### config.mk
export PLATFORM = sky130hd
export DESIGN_NAME = chain_adc_host
export DESIGN_NICKNAME = d
export VERILOG_FILES = /design/src/rtl/chain_adc_host.sv
export SDC_FILE = /design/constraint.sdc
export NUM_CORES = 1
export LEC_CHECK = 0
export ABC_AREA = 0
export BUFFER_PORTS_ARGS = -buffer_cell sky130_fd_sc_hd__buf_2
export CAP_MARGIN = 20
export CORE_ASPECT_RATIO = 1.2
export CORE_MARGIN = 2
export CORE_UTILIZATION = 60
export CTS_CLUSTER_DIAMETER = 30
export DETAILED_ROUTE_END_ITERATION = 12
export PLACE_DENSITY = 0.84
export SYNTH_ARGS = -nofsm -noshare
export SYNTH_HDL_FRONTEND = slang
export SYNTH_SLANG_ARGS = --single-unit
### constraint.sdc
create_clock -name clk -period 4.3 [get_ports clk]
set_input_delay 0.86 -clock clk [delete_from_list [all_inputs] [get_ports clk]]
set_output_delay 0.86 -clock clk [all_outputs]
set_load 0.02 [all_outputs]
### src/rtl/chain_adc_host.sv
module chain_adc_host #(
  parameter int N_DEV       = 3,
  parameter int BITS        = 18,
  parameter int SCK_DIV     = 2,
  parameter int TIMEOUT_CYC = 200,
  parameter int MIN_CYCLE   = 400
) (
  input  logic                  clk,
  input  logic                  rst_n,
  input  logic                  start_i,
  output logic                  cnv_o,
  output logic                  sck_o,
  input  logic                  sdo_i,
  output logic [N_DEV*BITS-1:0] words_o,
  output logic                  valid_o,
  output logic                  timeout_o
);
  localparam int WW    = N_DEV * BITS;
  localparam int TOTAL = WW + 1;
  localparam int TW    = $clog2(TIMEOUT_CYC + 1);
  localparam int PW    = $clog2(MIN_CYCLE + 1);
  localparam int DW    = $clog2(SCK_DIV + 1);
  localparam int BW    = $clog2(TOTAL + 1);

  typedef enum logic [1:0] {S_IDLE, S_WAIT, S_READ} st_t;

  st_t           st;
  logic [TW-1:0] tmr;
  logic [PW-1:0] since;
  logic [DW-1:0] div;
  logic [BW-1:0] clks;
  logic [WW-1:0] shreg;
  logic          sdo_q;

  wire since_ok = (since == PW'(MIN_CYCLE - 1));
  wire accept   = (st == S_IDLE) && start_i && since_ok;
  wire busy_end = sdo_i && !sdo_q;
  wire tick     = (div == DW'(SCK_DIV - 1));

  always_ff @(posedge clk or negedge rst_n) begin
    if (!rst_n) begin
      st        <= S_IDLE;
      cnv_o     <= 1'b0;
      sck_o     <= 1'b1;
      valid_o   <= 1'b0;
      timeout_o <= 1'b0;
      tmr       <= '0;
      since     <= PW'(MIN_CYCLE - 1);
      div       <= '0;
      clks      <= '0;
      shreg     <= '0;
      sdo_q     <= 1'b0;
    end else begin
      sdo_q     <= sdo_i;
      valid_o   <= 1'b0;
      timeout_o <= 1'b0;
      if (!since_ok) since <= since + 1'b1;
      unique case (st)
        S_IDLE: begin
          sck_o <= 1'b1;
          if (accept) begin
            st    <= S_WAIT;
            cnv_o <= 1'b1;
            tmr   <= '0;
            since <= '0;
          end
        end
        S_WAIT: begin
          if (busy_end) begin
            st   <= S_READ;
            div  <= '0;
            clks <= '0;
          end else if (tmr == TW'(TIMEOUT_CYC - 1)) begin
            st        <= S_IDLE;
            cnv_o     <= 1'b0;
            timeout_o <= 1'b1;
          end else begin
            tmr <= tmr + 1'b1;
          end
        end
        S_READ: begin
          if (!tick) begin
            div <= div + 1'b1;
          end else begin
            div   <= '0;
            sck_o <= ~sck_o;
            if (!sck_o) begin
              if (clks < BW'(TOTAL - 1)) shreg <= {shreg[WW-2:0], sdo_i};
              clks <= clks + 1'b1;
              if (clks == BW'(TOTAL - 1)) begin
                st      <= S_IDLE;
                cnv_o   <= 1'b0;
                valid_o <= 1'b1;
              end
            end
          end
        end
        default: st <= S_IDLE;
      endcase
    end
  end

  for (genvar k = 0; k < N_DEV; k++) begin : g_word
    assign words_o[k*BITS +: BITS] = shreg[(N_DEV-1-k)*BITS +: BITS];
  end

  a_r2_cnv_rise_sck_high: assert property (@(posedge clk) disable iff (!rst_n)
    $rose(cnv_o) |-> sck_o);
  a_r2_wait_sck_high: assert property (@(posedge clk) disable iff (!rst_n)
    (st == S_WAIT) |-> sck_o);
  a_r3_fall_under_cnv: assert property (@(posedge clk) disable iff (!rst_n)
    $fell(sck_o) |-> cnv_o);
  a_r3_idle_sck_high: assert property (@(posedge clk) disable iff (!rst_n)
    !cnv_o |-> sck_o);
  a_r7_valid_one_cycle: assert property (@(posedge clk) disable iff (!rst_n)
    valid_o |=> !valid_o);
  a_r7_valid_ends_cnv: assert property (@(posedge clk) disable iff (!rst_n)
    valid_o |-> !cnv_o);
  a_r8_timeout_clean: assert property (@(posedge clk) disable iff (!rst_n)
    timeout_o |-> (!valid_o && !cnv_o && sck_o));
endmodule

======== After elaboration in Yosys (flattened, before gate mapping) ========
Index checks and enable logic that the tools add are counted.
cells by class
  bitwise operators ....................... 1
  add/subtract/negate cells ............... 4
  mux-type cells .......................... 37
  equal/unequal tests ..................... 15
  reduce and logical (&&, ||, !) cells .... 16
  $lt $le $gt $ge ......................... 1
operator list
  operator                                           number
  2-to-1 mux 9 bit                                   3
  2-to-1 mux 8 bit                                   3
  2-to-1 mux 6 bit                                   3
  2-to-1 mux 2 bit                                   8
  != test 2 bit, second input constant               8
  one-hot mux 8 bit (2 select lines)                 1
  2-to-1 mux 1 bit                                   14
  one-hot mux 6 bit (2 select lines)                 1
  AND reduction 4 bit                                3
  adder 9 x 1 -> 9 bit, second input constant        1
  == test 9 bit, second input constant               1
  adder 8 x 1 -> 8 bit, second input constant        1
  == test 8 bit, second input constant               1
  AND reduction 7 bit                                1
  adder 6 x 1 -> 6 bit, second input constant        1
  == test 6 bit, second input constant               1
  less-than comparator 6 bit, second input constant  1
  one-hot mux 2 bit (3 select lines)                 1
  nonzero test 2 bit                                 3
  AND reduction 5 bit                                1
  == test 2 x 1 -> 1 bit, second input constant      2
  one-hot mux 2 bit (2 select lines)                 1
  AND reduction 2 bit                                2
  logical AND 1 bit                                  3
  other kinds (9)                                    9
storage, ports and cells
  input bits .............................. 4
  output and inout bits ................... 58
  flip-flop bits (word level) ............. 86
  word-level logic and storage cells ...... 85

======== Depth between registers and ports, before layout ========
  word-level depth ........................ 5
  gate-level depth with buffers ........... 7
  gate-level depth less buffers ........... 6

======== Worst setup path after synthesis ========
No wires, ideal clock.
  path kind ............................... register to register
  start point ............................. register since[3]
  end point ............................... register tmr[4]
  clock period less this slack ............ 2.142 ns
  required time ........................... 4.205 ns
  slack ................................... 2.158 ns
  cell stages (with the launch flop) ...... 5
  buffers on the path ..................... 0
  arrival ................................. 2.047 ns
  library setup time ...................... 0.095 ns
  cell sequence ........................... dfstp_2 > or4b_4 > o32a_4 > or3_4 > o31ai_1
between the ends
  longest elaborated chain between the ends .. 4
RTL lines
  what                           line  text
  start: declaration             29    logic [PW-1:0] since;
  start signal: assignment       48    since <= PW'(MIN_CYCLE - 1);
  start signal: assignment       57    if (!since_ok) since <= since + 1'b1;
  == test 9 bit                  35    wire since_ok = (since == PW'(MIN_CYCLE - 1));
  logical AND 1 bit              36    wire accept = (st == S_IDLE) && start_i && since_ok;
  != test 2 bit (no line)        -
  AND reduction 4 bit (no line)  -
  end signal: assignment         78    tmr <= tmr + 1'b1;
  end: declaration               28    logic [TW-1:0] tmr;
No other way between the ends.
A chain may end at the register's enable or synchronous reset.

======== Worst setup path in the final report ========
  start point ............................. register div[1]
  end point ............................... register shreg[33]
between the ends
  longest elaborated chain between the ends .. 2
RTL lines
  what                           line  text
  start: declaration             30    logic [DW-1:0] div;
  start signal: assignment       83    div <= div + 1'b1;
  == test 2 x 1 -> 1 bit         38    wire tick = (div == DW'(SCK_DIV - 1));
  AND reduction 4 bit (no line)  -
  end signal: assignment         88    if (clks < BW'(TOTAL - 1)) shreg <= {shreg[WW-2:0], sdo_i};
  end: declaration               32    logic [WW-1:0] shreg;
No other way between the ends.

==> summary.md <==
| Metric | Value |
|---|---|
| H-tree Lvls | `3` |
| Maximum clock path buffer count | `2` |
| Count of different cell masters after synthesis | `between 40 and 50` |
| Met3 Usage GRT | `4.37%` |
| Layout Nets | `374` |
| Worst path required time | `between 4 and 5 ns` |
| Crit path max-delay family | `simple AND/OR/NAND/NOR gates` |
| WHS | `0.430 ns` |
| Dpl cells | `431` |
| Worst hold path class | `input port to async pin` |
| TNS Setup | `0 ns` |
| DRT iter0 DRCs | `202` |
| Hold buffer count at CTS | `0` |
| Die X | `76.5 µm` |
| DRC viols | `0` |
| Pin count of the biggest net entering global routing | `87` |
| Global-route wire length before repair | `11800 µm` |
| Tcrit/Tclk final | `58.6%` |
| Setup Slack @ Placement | `1.85 ns` |
| PnR worst setup slack | `1.78 ns` |
| Global routing usage on met1 | `27.3%` |
| Final setup viols | `0` |
| Setup Fix Bufs, Post-CTS | `0` |
| Startpoint types | `flop` |
| Row count | `31` |
| Mean Syn Cell Area | `between 10 and 15 µm²` |
| GR Overflow Total | `0` |
| Yosys reg bits | `86` |
| Unrepaired setup endpoints after global routing | `no` |
| Initial antenna violation count | `0` |
| # port buffers | `61` |
| Register area share after synthesis | `57.1%` |
| Die area | `6960 µm²` |
| Fin crit period | `2.52 ns` |
| Starting Density | `62.6%` |
| Maximum VDD drop | `roughly 0.24 mV` |
| DP HPWL | `4760 µm` |
| Highest net fanout along the worst path | `44` |
| FFs w/ async S/R, synth | `100%` |
| Most crowded layer after global routing | `met2` |
| Crit path cell chain | `nor3b_1 > o211ai_1 > buf_4 > mux2_2` |
| CTS tree | `built` |
| Commonest non-fill, non-tap cell in the layout | `dfrtp_1` |
| Commonest non-fill, non-tap cells in the layout | `dfrtp_1, buf_2, mux2_2, nand2_1, nor2_1` |
| Diodes inserted | `0` |
| Max_cap viols | `0` |
| Worst path max stage delay | `between 0.5 and 0.6 ns` |
| Cells after synthesis | `approximately 300` |
| Post-synth EDFFs | `0` |
| Clock latency on the worst-skew pair | `0.36 ns` |
| Fin. Hold Viols | `0` |
| Static leakage | `2.18 nW` |
| Drt total wl | `7140 µm` |
| Reg clk slew, reported paths | `0.09 ns` |
| Antenna viol nets, final | `0` |
| Top-Level Pins | `62` |
| Die Ht | `91.0 µm` |
| Clock buffer count from CTS | `9` |
| Post-CTS resize count | `0` |
| Filler instances | `436` |
| P per Cell Area | `about 320 nW/µm²` |
| Via count | `2583` |
| Non-filler instance count after layout | `~450` |
| Status | `finished clean` |
| Max-slew violations | `0` |
| Share of layout cells above drive strength 1 | `40.4%` |
| Slew HR | `between 30 and 40%` |
| Synth Flop Type | `dfrtp_1` |
| Fin util | `just over 70%` |
| Core area | `just over 6000 µm²` |
| Synth Net Count | `309` |
| Setup crit end kind | `flop` |
| GPL Wtd Cong | `a little over 0.8` |
| Setup Skew | `0.0106 ns` |
| Worst reg-to-reg setup slack | `1.78 ns` |
| Met2 Use GR | `35.1%` |
| Slew @ Worst Pin | `roughly 1 ns` |
| YS warnings | `0` |
| TritonRoute pass-1 iters | `4` |
| Vias in the first global route | `2557` |
| Synthesized area | `3790 µm²` |
| P&R area growth vs syn | `15.7%` |
| CP bufs+invs | `1` |
| Fmax | `0.397 GHz` |
| CP max stage cell | `nor3b_1` |
| Post-DR wirelength/cell | `15.9 µm` |
| Drt via density | `between 5 and 6` |
| Critical path class | `flop to flop` |
| Root buffer cell | `clkbuf_8` |
| TritonCTS Sinks | `86` |
| GRT Total Usage | `21.7%` |
| CP arrival | `~2.8 ns` |
## area by class of cell
| class | count | area, µm² | share of cell area, % |
|---|---|---|---|
| well taps | 82 | 103 | 2.34 |
| clock inverters | 6 | 45.0 | 1.03 |
| repair buffers | 63 | 343 | 7.83 |
| multi-input cells | 194 | 1570 | 35.7 |
| clock buffers | 10 | 138 | 3.14 |
| inverters | 7 | 26.3 | 0.600 |
| flip-flops and latches | 86 | 2160 | 49.3 |
## registers in the layout (all words and copies together) (netlist names)
register and count:
shreg 54, since 9, tmr 8, clks 6, div 2, st 2
cnv_o 1, sck_o 1, sdo_q 1, timeout_o 1, valid_o 1
## per-layer routing
metal | wire, µm | part of all wire, %
met5 | 0 | 0
met4 | 194 | 2.7
met3 | 230 | 3.2
met1 | 3210 | 45
met2 | 3500 | 49
## synth_stat cells, drive strengths merged, types with 2 or more instances
cell type  instances  area share, %
nor3               2           0.26
o21ai             10            1.3
xnor2              3           0.69
inv                7           0.69
dfrtp             79             52
a41o               2           0.53
mux2i              3           0.79
clkbuf             9           0.89
nand2b             2           0.33
mux2              56             17
nand3b             3           0.59
dfstp              7            4.9
or3                2           0.46
nand4              4           0.66
ha                 9            3.0
o211ai             3           0.59
and2               2           0.33
a22o               4           0.93
a21oi              6           0.79
o221ai             2           0.46
o41ai              2           0.66
nor4b              2           0.46
xor2               2           0.46
nand3              8            1.1
and3               3           0.50
a31oi              6           0.99
nor4               2           0.33
o31ai              7            1.4
and4               2           0.46
nor2              15            1.5
nand2             20            2.0
## final timing paths
| path | startpoint | to | cells after the start |
|---|---|---|---|
| max | div[1]$_DFFE_PN0P_ | shreg[33]$_DFFE_PN0P_ | 4 |
| min | rst_n | shreg[42]$_DFFE_PN0P_ | 1 |
| max reg2reg | div[1]$_DFFE_PN0P_ | shreg[33]$_DFFE_PN0P_ | 4 |
| min reg2reg | since[1]$_DFF_PN1_ | since[1]$_DFF_PN1_ | 2 |
| max in group asynchronous | rst_n | sck_o$_DFFE_PN1P_ | 2 |
| min in group clk | since[1]$_DFF_PN1_ | since[1]$_DFF_PN1_ | 2 |
## per-stage QoR
| stage | power (mW) | area [µm²] |
|---|---|---|
| floorplan | 0.849 | 3790 |
| global placement | 0.875 | 4170 |
| detailed placement | 0.876 | 4170 |
| CTS | 1.40 | 4350 |
| global route | 1.45 | 4380 |
| finish | 1.39 | 4380 |
## cell families after synthesis
logic type                 after synthesis  share of synthesized area (%)
buffers and inverters                   16                           1.59
adders and majority gates                9                           2.97
muxes                                   59                           17.4
DFF                                     86                           57.1
and+or+nand+nor                         72                           10.1
xor gates and xnor gates                 5                           1.16
AOI/OAI and AO/OA                       49                           9.65
## power breakdown
part           internal, mW  total, mW  switching (mW)
logic                0.0133     0.0416          0.0283
registers             0.815      0.820         0.00488
clock network         0.228      0.524           0.296
total                  1.06       1.39           0.329
Power figures use the tool's default switching activity.
